$ cat src/rtl/adc_seq_pkg.sv
package adc_seq_pkg;

    localparam logic [5:0] MC_IDLE        = 6'h00;
    localparam logic [5:0] MC_AWAKE       = 6'h20;
    localparam logic [5:0] MC_ONE_SINGLE  = 6'h30;
    localparam logic [5:0] MC_REP_SINGLE  = 6'h31;
    localparam logic [5:0] MC_ONE_SWEEP   = 6'h32;
    localparam logic [5:0] MC_REP_SWEEP   = 6'h33;
    localparam logic [5:0] MC_SLP_SINGLE  = 6'h39;
    localparam logic [5:0] MC_SLP_SWEEP   = 6'h3B;
    localparam logic [5:0] MC_SLP_BURST   = 6'h3F;

    typedef enum logic [2:0] {
        ST_IDLE,
        ST_AWAKE,
        ST_PWRUP,
        ST_SAMPLE,
        ST_CONV
    } seq_state_t;

    typedef enum logic [1:0] {
        SW_ONCE_ONE,
        SW_ONCE_ALL,
        SW_LOOP_ONE,
        SW_LOOP_ALL
    } sweep_t;

    typedef struct packed {
        logic   valid;
        logic   conv;
        sweep_t sweep;
    } mode_info_t;

    function automatic mode_info_t decode_mode(input logic [5:0] c);
        mode_info_t r;
        r.valid = 1'b0;
        r.conv  = 1'b0;
        r.sweep = SW_ONCE_ONE;
        case (c)
            MC_IDLE, MC_AWAKE: r.valid = 1'b1;
            MC_ONE_SINGLE: begin
                r.valid = 1'b1; r.conv = 1'b1; r.sweep = SW_ONCE_ONE;
            end
            MC_ONE_SWEEP: begin
                r.valid = 1'b1; r.conv = 1'b1; r.sweep = SW_ONCE_ALL;
            end
            MC_REP_SINGLE, MC_SLP_SINGLE: begin
                r.valid = 1'b1; r.conv = 1'b1; r.sweep = SW_LOOP_ONE;
            end
            MC_REP_SWEEP, MC_SLP_SWEEP, MC_SLP_BURST: begin
                r.valid = 1'b1; r.conv = 1'b1; r.sweep = SW_LOOP_ALL;
            end
            default: ;
        endcase
        return r;
    endfunction

endpackage

$ cat src/rtl/adc_seq_mode_gate.sv
module adc_seq_mode_gate
    import adc_seq_pkg::*;
(
    input  logic [5:0] cur_mode,
    input  logic       wr,
    input  logic [5:0] code,
    output logic       accept,
    output mode_info_t cur_info,
    output mode_info_t new_info
);

    logic is_rest;

    always_comb begin
        cur_info = decode_mode(cur_mode);
        new_info = decode_mode(code);
        is_rest  = (code == MC_IDLE) || (code == MC_AWAKE);
        // converting modes may only be entered from idle or awake
        accept   = wr && new_info.valid && (is_rest || !cur_info.conv);
    end

endmodule

$ cat src/rtl/adc_seq_chan_step.sv
module adc_seq_chan_step
    import adc_seq_pkg::*;
#(
    parameter int N_CH = 4,
    localparam int CW = $clog2(N_CH)
) (
    input  logic [CW-1:0] chan,
    input  sweep_t        sweep,
    output logic [CW-1:0] next_chan,
    output logic          finished
);

    logic at_top;
    logic [CW-1:0] inc_chan;

    always_comb begin
        at_top   = (chan == CW'(N_CH - 1));
        inc_chan = at_top ? '0 : chan + 1'b1;
        next_chan = chan;
        finished  = 1'b0;
        unique case (sweep)
            SW_ONCE_ONE: finished = 1'b1;
            SW_ONCE_ALL: begin
                finished  = at_top;
                next_chan = inc_chan;
            end
            SW_LOOP_ONE: next_chan = chan;
            SW_LOOP_ALL: next_chan = inc_chan;
        endcase
    end

endmodule

$ cat src/rtl/adc_seq_phase_timer.sv
module adc_seq_phase_timer #(
    parameter int TW = 7
) (
    input  logic          clk,
    input  logic          rst_n,
    input  logic          load,
    input  logic [TW-1:0] load_val,
    input  logic          tick,
    output logic          expire
);

    logic [TW-1:0] remain;

    always_ff @(posedge clk or negedge rst_n) begin
        if (!rst_n) begin
            remain <= '0;
        end else if (load) begin
            remain <= load_val;
        end else if (tick && (remain != '0)) begin
            remain <= remain - 1'b1;
        end
    end

    assign expire = tick && (remain == TW'(1));

    // a phase of zero length must never be started
    assert_load_nonzero_R4: assert property (@(posedge clk) disable iff (!rst_n)
        load |-> (load_val != '0));

endmodule

$ cat src/rtl/adc_seq_ctrl.sv
module adc_seq_ctrl
    import adc_seq_pkg::*;
#(
    parameter int N_CH        = 4,
    parameter int CODE_W      = 5,
    parameter int STEP_US     = 2,
    parameter int ACQ_BASE_US = 6,
    parameter int CONV_US     = 4,
    localparam int CW = $clog2(N_CH),
    localparam int TW = $clog2(STEP_US * (2**CODE_W - 1) + ACQ_BASE_US + CONV_US + 1)
) (
    input  logic              clk,
    input  logic              rst_n,
    input  logic              tick_us,
    input  logic [5:0]        mode_code,
    input  logic [CW-1:0]     chan_sel,
    input  logic              mode_wr,
    input  logic [CODE_W-1:0] pwrup_code,
    input  logic [CODE_W-1:0] acq_code,
    output logic [5:0]        mode_o,
    output logic [CW-1:0]     chan_o,
    output logic              ph_pwrup,
    output logic              ph_sample,
    output logic              ph_convert,
    output logic              done,
    output logic [CW-1:0]     done_chan
);

    seq_state_t    state_q, state_d;
    logic [5:0]    mode_q, mode_d;
    logic [CW-1:0] chan_q, chan_d;
    logic          pend_q, pend_d;
    logic          done_q, done_d;
    logic [CW-1:0] dch_q, dch_d;

    logic          accept;
    mode_info_t    cur_info, new_info;
    logic [CW-1:0] step_chan;
    logic          step_last;
    logic          t_load, t_expire;
    logic [TW-1:0] t_val;
    logic [TW-1:0] pw_len, acq_len, conv_len;

    adc_seq_mode_gate u_gate (
        .cur_mode (mode_q),
        .wr       (mode_wr),
        .code     (mode_code),
        .accept   (accept),
        .cur_info (cur_info),
        .new_info (new_info)
    );

    adc_seq_chan_step #(.N_CH(N_CH)) u_step (
        .chan      (chan_q),
        .sweep     (cur_info.sweep),
        .next_chan (step_chan),
        .finished  (step_last)
    );

    adc_seq_phase_timer #(.TW(TW)) u_timer (
        .clk      (clk),
        .rst_n    (rst_n),
        .load     (t_load),
        .load_val (t_val),
        .tick     (tick_us),
        .expire   (t_expire)
    );

    always_comb begin
        pw_len   = TW'(pwrup_code) * TW'(STEP_US);
        acq_len  = TW'(acq_code) * TW'(STEP_US) + TW'(ACQ_BASE_US);
        conv_len = TW'(CONV_US);
    end

    // next-state logic
    always_comb begin
        state_d = state_q;
        mode_d  = mode_q;
        chan_d  = chan_q;
        pend_d  = pend_q;
        done_d  = 1'b0;
        dch_d   = dch_q;
        t_load  = 1'b0;
        t_val   = conv_len;
        if (accept) begin
            mode_d = mode_code;
            if (mode_code == MC_IDLE) begin
                state_d = ST_IDLE;
                pend_d  = 1'b1;
            end else if (mode_code == MC_AWAKE) begin
                state_d = ST_AWAKE;
            end else begin
                if ((new_info.sweep == SW_ONCE_ONE) || (new_info.sweep == SW_LOOP_ONE))
                    chan_d = chan_sel;
                else
                    chan_d = '0;
                t_load = 1'b1;
                if (pend_q && (pwrup_code != '0)) begin
                    state_d = ST_PWRUP;
                    t_val   = pw_len;
                end else begin
                    state_d = ST_SAMPLE;
                    t_val   = acq_len;
                    pend_d  = 1'b0;
                end
            end
        end else begin
            unique case (state_q)
                ST_IDLE, ST_AWAKE: ;
                ST_PWRUP: if (t_expire) begin
                    state_d = ST_SAMPLE;
                    t_load  = 1'b1;
                    t_val   = acq_len;
                    pend_d  = 1'b0;
                end
                ST_SAMPLE: if (t_expire) begin
                    state_d = ST_CONV;
                    t_load  = 1'b1;
                    t_val   = conv_len;
                end
                ST_CONV: if (t_expire) begin
                    done_d = 1'b1;
                    dch_d  = chan_q;
                    if (step_last) begin
                        state_d = ST_AWAKE;
                        mode_d  = MC_AWAKE;
                    end else begin
                        chan_d  = step_chan;
                        state_d = ST_SAMPLE;
                        t_load  = 1'b1;
                        t_val   = acq_len;
                    end
                end
                default: state_d = ST_IDLE;
            endcase
        end
    end

    // state register
    always_ff @(posedge clk or negedge rst_n) begin
        if (!rst_n) begin
            state_q <= ST_IDLE;
            mode_q  <= MC_IDLE;
            chan_q  <= '0;
            pend_q  <= 1'b1;
            done_q  <= 1'b0;
            dch_q   <= '0;
        end else begin
            state_q <= state_d;
            mode_q  <= mode_d;
            chan_q  <= chan_d;
            pend_q  <= pend_d;
            done_q  <= done_d;
            dch_q   <= dch_d;
        end
    end

    // outputs
    always_comb begin
        ph_pwrup   = (state_q == ST_PWRUP);
        ph_sample  = (state_q == ST_SAMPLE);
        ph_convert = (state_q == ST_CONV);
        mode_o     = mode_q;
        chan_o     = chan_q;
        done       = done_q;
        done_chan  = dch_q;
    end

    assert_done_width_R11: assert property (@(posedge clk) disable iff (!rst_n)
        done |=> !done);

    assert_conv_entry_R11: assert property (@(posedge clk) disable iff (!rst_n)
        $rose(ph_convert) |-> ($past(ph_sample) && $stable(chan_o)));

    assert_done_source_R5: assert property (@(posedge clk) disable iff (!rst_n)
        done |-> $past(ph_convert));

    assert_idle_abort_R10: assert property (@(posedge clk) disable iff (!rst_n)
        (mode_wr && (mode_code == MC_IDLE)) |=>
            (!ph_pwrup && !ph_sample && !ph_convert && (mode_o == MC_IDLE)));

    assert_ignore_R6: assert property (@(posedge clk) disable iff (!rst_n)
        (mode_wr && cur_info.conv && new_info.conv) |=>
            ((mode_o != $past(mode_code)) || ($past(mode_o) == $past(mode_code))));

endmodule

$ cat config.mk
export PLATFORM = sky130hd
export DESIGN_NAME = adc_seq_ctrl
export DESIGN_NICKNAME = d
export VERILOG_FILES = /design/src/rtl/adc_seq_pkg.sv /design/src/rtl/adc_seq_mode_gate.sv /design/src/rtl/adc_seq_chan_step.sv /design/src/rtl/adc_seq_phase_timer.sv /design/src/rtl/adc_seq_ctrl.sv
export SDC_FILE = /design/constraint.sdc
export NUM_CORES = 1
export LEC_CHECK = 0
export ABC_AREA = 0
export ABC_CLOCK_PERIOD_IN_PS = 3700
export BUFFER_PORTS_ARGS = -buffer_cell sky130_fd_sc_hd__buf_2
export CORE_MARGIN = 2
export CORE_UTILIZATION = 35
export CTS_BUF_LIST = sky130_fd_sc_hd__clkbuf_2 sky130_fd_sc_hd__clkbuf_4 sky130_fd_sc_hd__clkbuf_8
export CTS_CLUSTER_SIZE = 10
export DETAILED_ROUTE_END_ITERATION = 10
export SYNTH_ARGS = -nofsm -noshare
export SYNTH_HDL_FRONTEND = slang
export SYNTH_SLANG_ARGS = --single-unit
$ cat constraint.sdc
create_clock -name clk -period 3.7 [get_ports clk]
set_clock_uncertainty 0.05 [all_clocks]
set_input_delay 0.555 -clock clk [delete_from_list [all_inputs] [get_ports clk]]
set_output_delay 0.555 -clock clk [all_outputs]
set_load 0.05 [all_outputs]
==> results.rst <==
.. list-table::
   :header-rows: 1

   * - Metric
     - Value
   * - Via count of the routed design
     - about 1400
   * - Multiplexer area fraction after synthesis
     - under 10%
   * - Clock Tree Buf Depth
     - 2
   * - Leakage component of the power
     - about 0.85 nW
   * - Power density normalized to cell area
     - ~650 nW/µm²
   * - Number of slew-limit violations in the final report
     - 0
   * - Time the final worst path needs with I/O delays and setup
     - about 2300 ps
   * - Dpl cells
     - approximately 250
   * - Compound-Gate Fraction of Synth Area
     - between 20% and 30%
   * - Number of clock sinks
     - 22
   * - Overall fraction of global-route tracks in use
     - ~16%
   * - Most frequent standard cell in the layout excluding fill and tap cells
     - sky130_fd_sc_hd__buf_2
   * - Crit path capture type
     - flop
   * - Share of synthesized registers carrying an async set or reset
     - between 90% and 100%
   * - Register clock-pin slew on the reported worst setup and hold paths
     - ~90 ps
   * - Post-CTS repair timing setup buffer count
     - 0
   * - Worst hold slack
     - 196 ps
   * - Count of input and output buffers
     - 35
   * - Placed wire-length estimate
     - 3.06 mm
   * - DRT Pass-1 Iters
     - 4
   * - Total power after layout
     - 0.00120 W
   * - Synth Net Count
     - slightly below 200
   * - Mapped Cells
     - around 170
   * - TritonCTS buffer count
     - 3
   * - Number of DRC violations after detailed-routing iteration 0
     - 65
   * - Post-route setup TNS
     - 0 ps
   * - Wire length of the first global-routing pass
     - ~6.5 mm
   * - Area of the multi-input gates
     - 966 µm²
   * - Post-synthesis instance area
     - roughly 1600 µm²
   * - Initial core utilization
     - between 30% and 40%
   * - Final clock period utilization by the worst path
     - a little over three fifths
   * - Vertical die dimension
     - 71.0 µm
   * - Layout cells sized above 1
     - 26.7%
   * - Delay contributed by the slowest stage of the critical path
     - between 400 and 500 ps
   * - Placeable core region
     - between 4000 and 5000 µm²
   * - Final number of hold-violating endpoints
     - 0
   * - Register Area
     - between 500 and 600 µm²
   * - Worst Setup Path Type
     - reg -> reg
   * - Filler cell count in the final layout
     - 440
   * - TritonCTS clock tree
     - built
   * - Setup repair after global routing missed its margin
     - no
   * - Count of instances resized after the clock tree is built
     - 0
   * - Number of global-route vias before repair
     - between 1000 and 1500
   * - Fin area
     - about 1900 µm²
   * - Placed inst area
     - approximately 1800 µm²
   * - Endpoints failing setup
     - 0
   * - Worst Max-Slew Pin Slew
     - between 800 and 900 ps
   * - # H-tree levels
     - 1
   * - Data arrival at the endpoint of the critical path
     - 2420 ps
   * - Count of cell types in the netlist
     - a little under 60
   * - Sequential element share of the synthesized area
     - a little over a third
   * - Share of synthesized cell area in and, or, nand and nor gates
     - between 20% and 30%
   * - Number of antenna violations at the first check in global routing
     - 0
   * - DRC Markers
     - 0
   * - Overflow after GRT
     - 0
   * - Most frequent cells in the layout
     - sky130_fd_sc_hd__buf_2, sky130_fd_sc_hd__dfrtp_1, sky130_fd_sc_hd__nand2_1
   * - Cell with the largest stage delay on the worst path
     - sky130_fd_sc_hd__dfrtp_1
   * - Average instance area after synthesis
     - roughly 9.2 µm²
   * - Synthesized-area fraction occupied by adder cells
     - about 3.2%
   * - Die area
     - between 5000 and 6000 µm²
   * - Routed Antenna Nets
     - 0
   * - Nets
     - 233
   * - WP data required
     - between 3000 and 4000 ps
   * - Main combinational cell family by area after synthesis
     - compound AO/OA/AOI/OAI gates
   * - Final non-filler cell total
     - ~260
   * - Most instantiated flip-flop cell in the synthesis netlist
     - sky130_fd_sc_hd__dfrtp_1
   * - Total of max-cap violations
     - 0
   * - I/O pin count
     - 36
   * - CTS hold repair buffers
     - 0
   * - Clock Tree Root
     - sky130_fd_sc_hd__clkbuf_8
   * - Pin count of the biggest net entering global routing
     - 23
   * - Placement Rows
     - 24
   * - Count of flip-flops with a built-in enable after synthesis
     - 0
   * - Peak clock frequency supported by timing
     - around 430 MHz
   * - Layout overhead on the synthesized area
     - 18.5%
   * - Ratio of routed vias to standard cells
     - ~5.5
   * - Detailed-route wire length per cell
     - between 15 and 20 µm
   * - Die X
     - 71.0 µm
   * - Ant diodes
     - 0
   * - Routability-driven placement congestion ratio
     - 0.835
   * - Highest fanout seen on the critical path
     - 6
   * - CP cell instances
     - nor3_1 > and4_1 > nand2_1 > o31ai_1 > mux2_2
   * - Classification of the worst-slack hold path
     - in -> async
   * - Max rail drop VDD
     - between 0.2 and 0.25 mV
   * - XOR/XNOR Fraction of Synth Area
     - between 4 and 5%
   * - Insertion delay to the later sink of the worst-skew pair
     - roughly 260 ps
   * - Yosys warning total
     - 0
   * - WL final
     - 3.91 mm
   * - Seq cells post-synth
     - 22
   * - Status
     - finished clean
   * - Kind of launch point of the worst setup path
     - flop
   * - Slew headroom
     - between 40% and 50%
   * - Register-to-Register Setup Slack
     - roughly 1400 ps
==> path summary, 6_finish.rpt <==
path | from | endpoint | cells after the start
hold reg to reg | done_chan[1] | done_chan[1] | 1
min in group clk | mode_code[5] | pend_q | 2
setup reg to reg | u_timer.remain[4] | chan_o[1] | 5
hold / removal | rst_n | u_timer.remain[3] | 1
max in group asynchronous | rst_n | pend_q | 1
setup / recovery | u_timer.remain[4] | chan_o[1] | 5
==> layout make-up <==
| cell class | count | share of cell area, % |
|---|---|---|
| Multi-Input combinational cell | 136 | 51.8 |
| Sequential cell | 22 | 29.6 |
| Timing Repair Buffer | 35 | 9.40 |
| Tap cell | 52 | 3.49 |
| Clock buffer | 3 | 2.22 |
| Inverter | 9 | 1.81 |
| Clock inverter | 1 | 1.61 |
==> where the power goes <==
group	internal [W]	leakage (nW)	switching (W)
logic	0.000203	0.548	0.000353
clock network	0.000145	0.0357	0.0000828
registers	0.000319	0.271	0.0000997
==> sequential cells by signal, indices dropped and copies added, names as in the netlist <==
register	cells
u_timer.remain	7
mode_o	6
state_q	3
chan_o	2
done_chan	2
done	1
pend_q	1
==> per-stage QoR <==
step	utilization, %	setup WS (ps)
global placement	41.1	1250
finish	42.8	1390
detailed placement	41.1	1220
global route	42.8	1230
CTS	42.8	1410
floorplan	-	699
==> synthesized netlist by cell type (all sizes together) (5+ instances only) <==
| cell | instances | area share, % |
|---|---|---|
| nor2 | 16 | 4.9 |
| a21oi | 10 | 3.9 |
| a22o | 5 | 2.8 |
| o21ai | 5 | 1.6 |
| inv | 9 | 2.1 |
| dfrtp | 21 | 33 |
| xnor2 | 6 | 3.3 |
| nand2 | 17 | 4.1 |
| nand3 | 7 | 2.2 |
==> worst max-delay path, delay by kind of cell (launching register included) <==
family | cells | cell delay, ps
and+or+nand+nor | 3 | 890
AOI/OAI and AO/OA | 1 | 420
muxes | 1 | 380
DFF | 1 | 450
==> kinds of logic after synthesis <==
group | after synthesis
simple gates | 63
compound gates | 55
flops | 22
buf+inv | 13
xor+xnor | 8
mux | 6
fa+ha+maj | 4
==> routing by layer <==
layer  global-route usage [%]  share of wire [%]
met4                     5.03               0.87
met3                     1.85                3.3
met2                     24.9                 46
met5                        0                  0
met1                     23.3                 49
No activity file was read; power rests on OpenSTA's default activity.
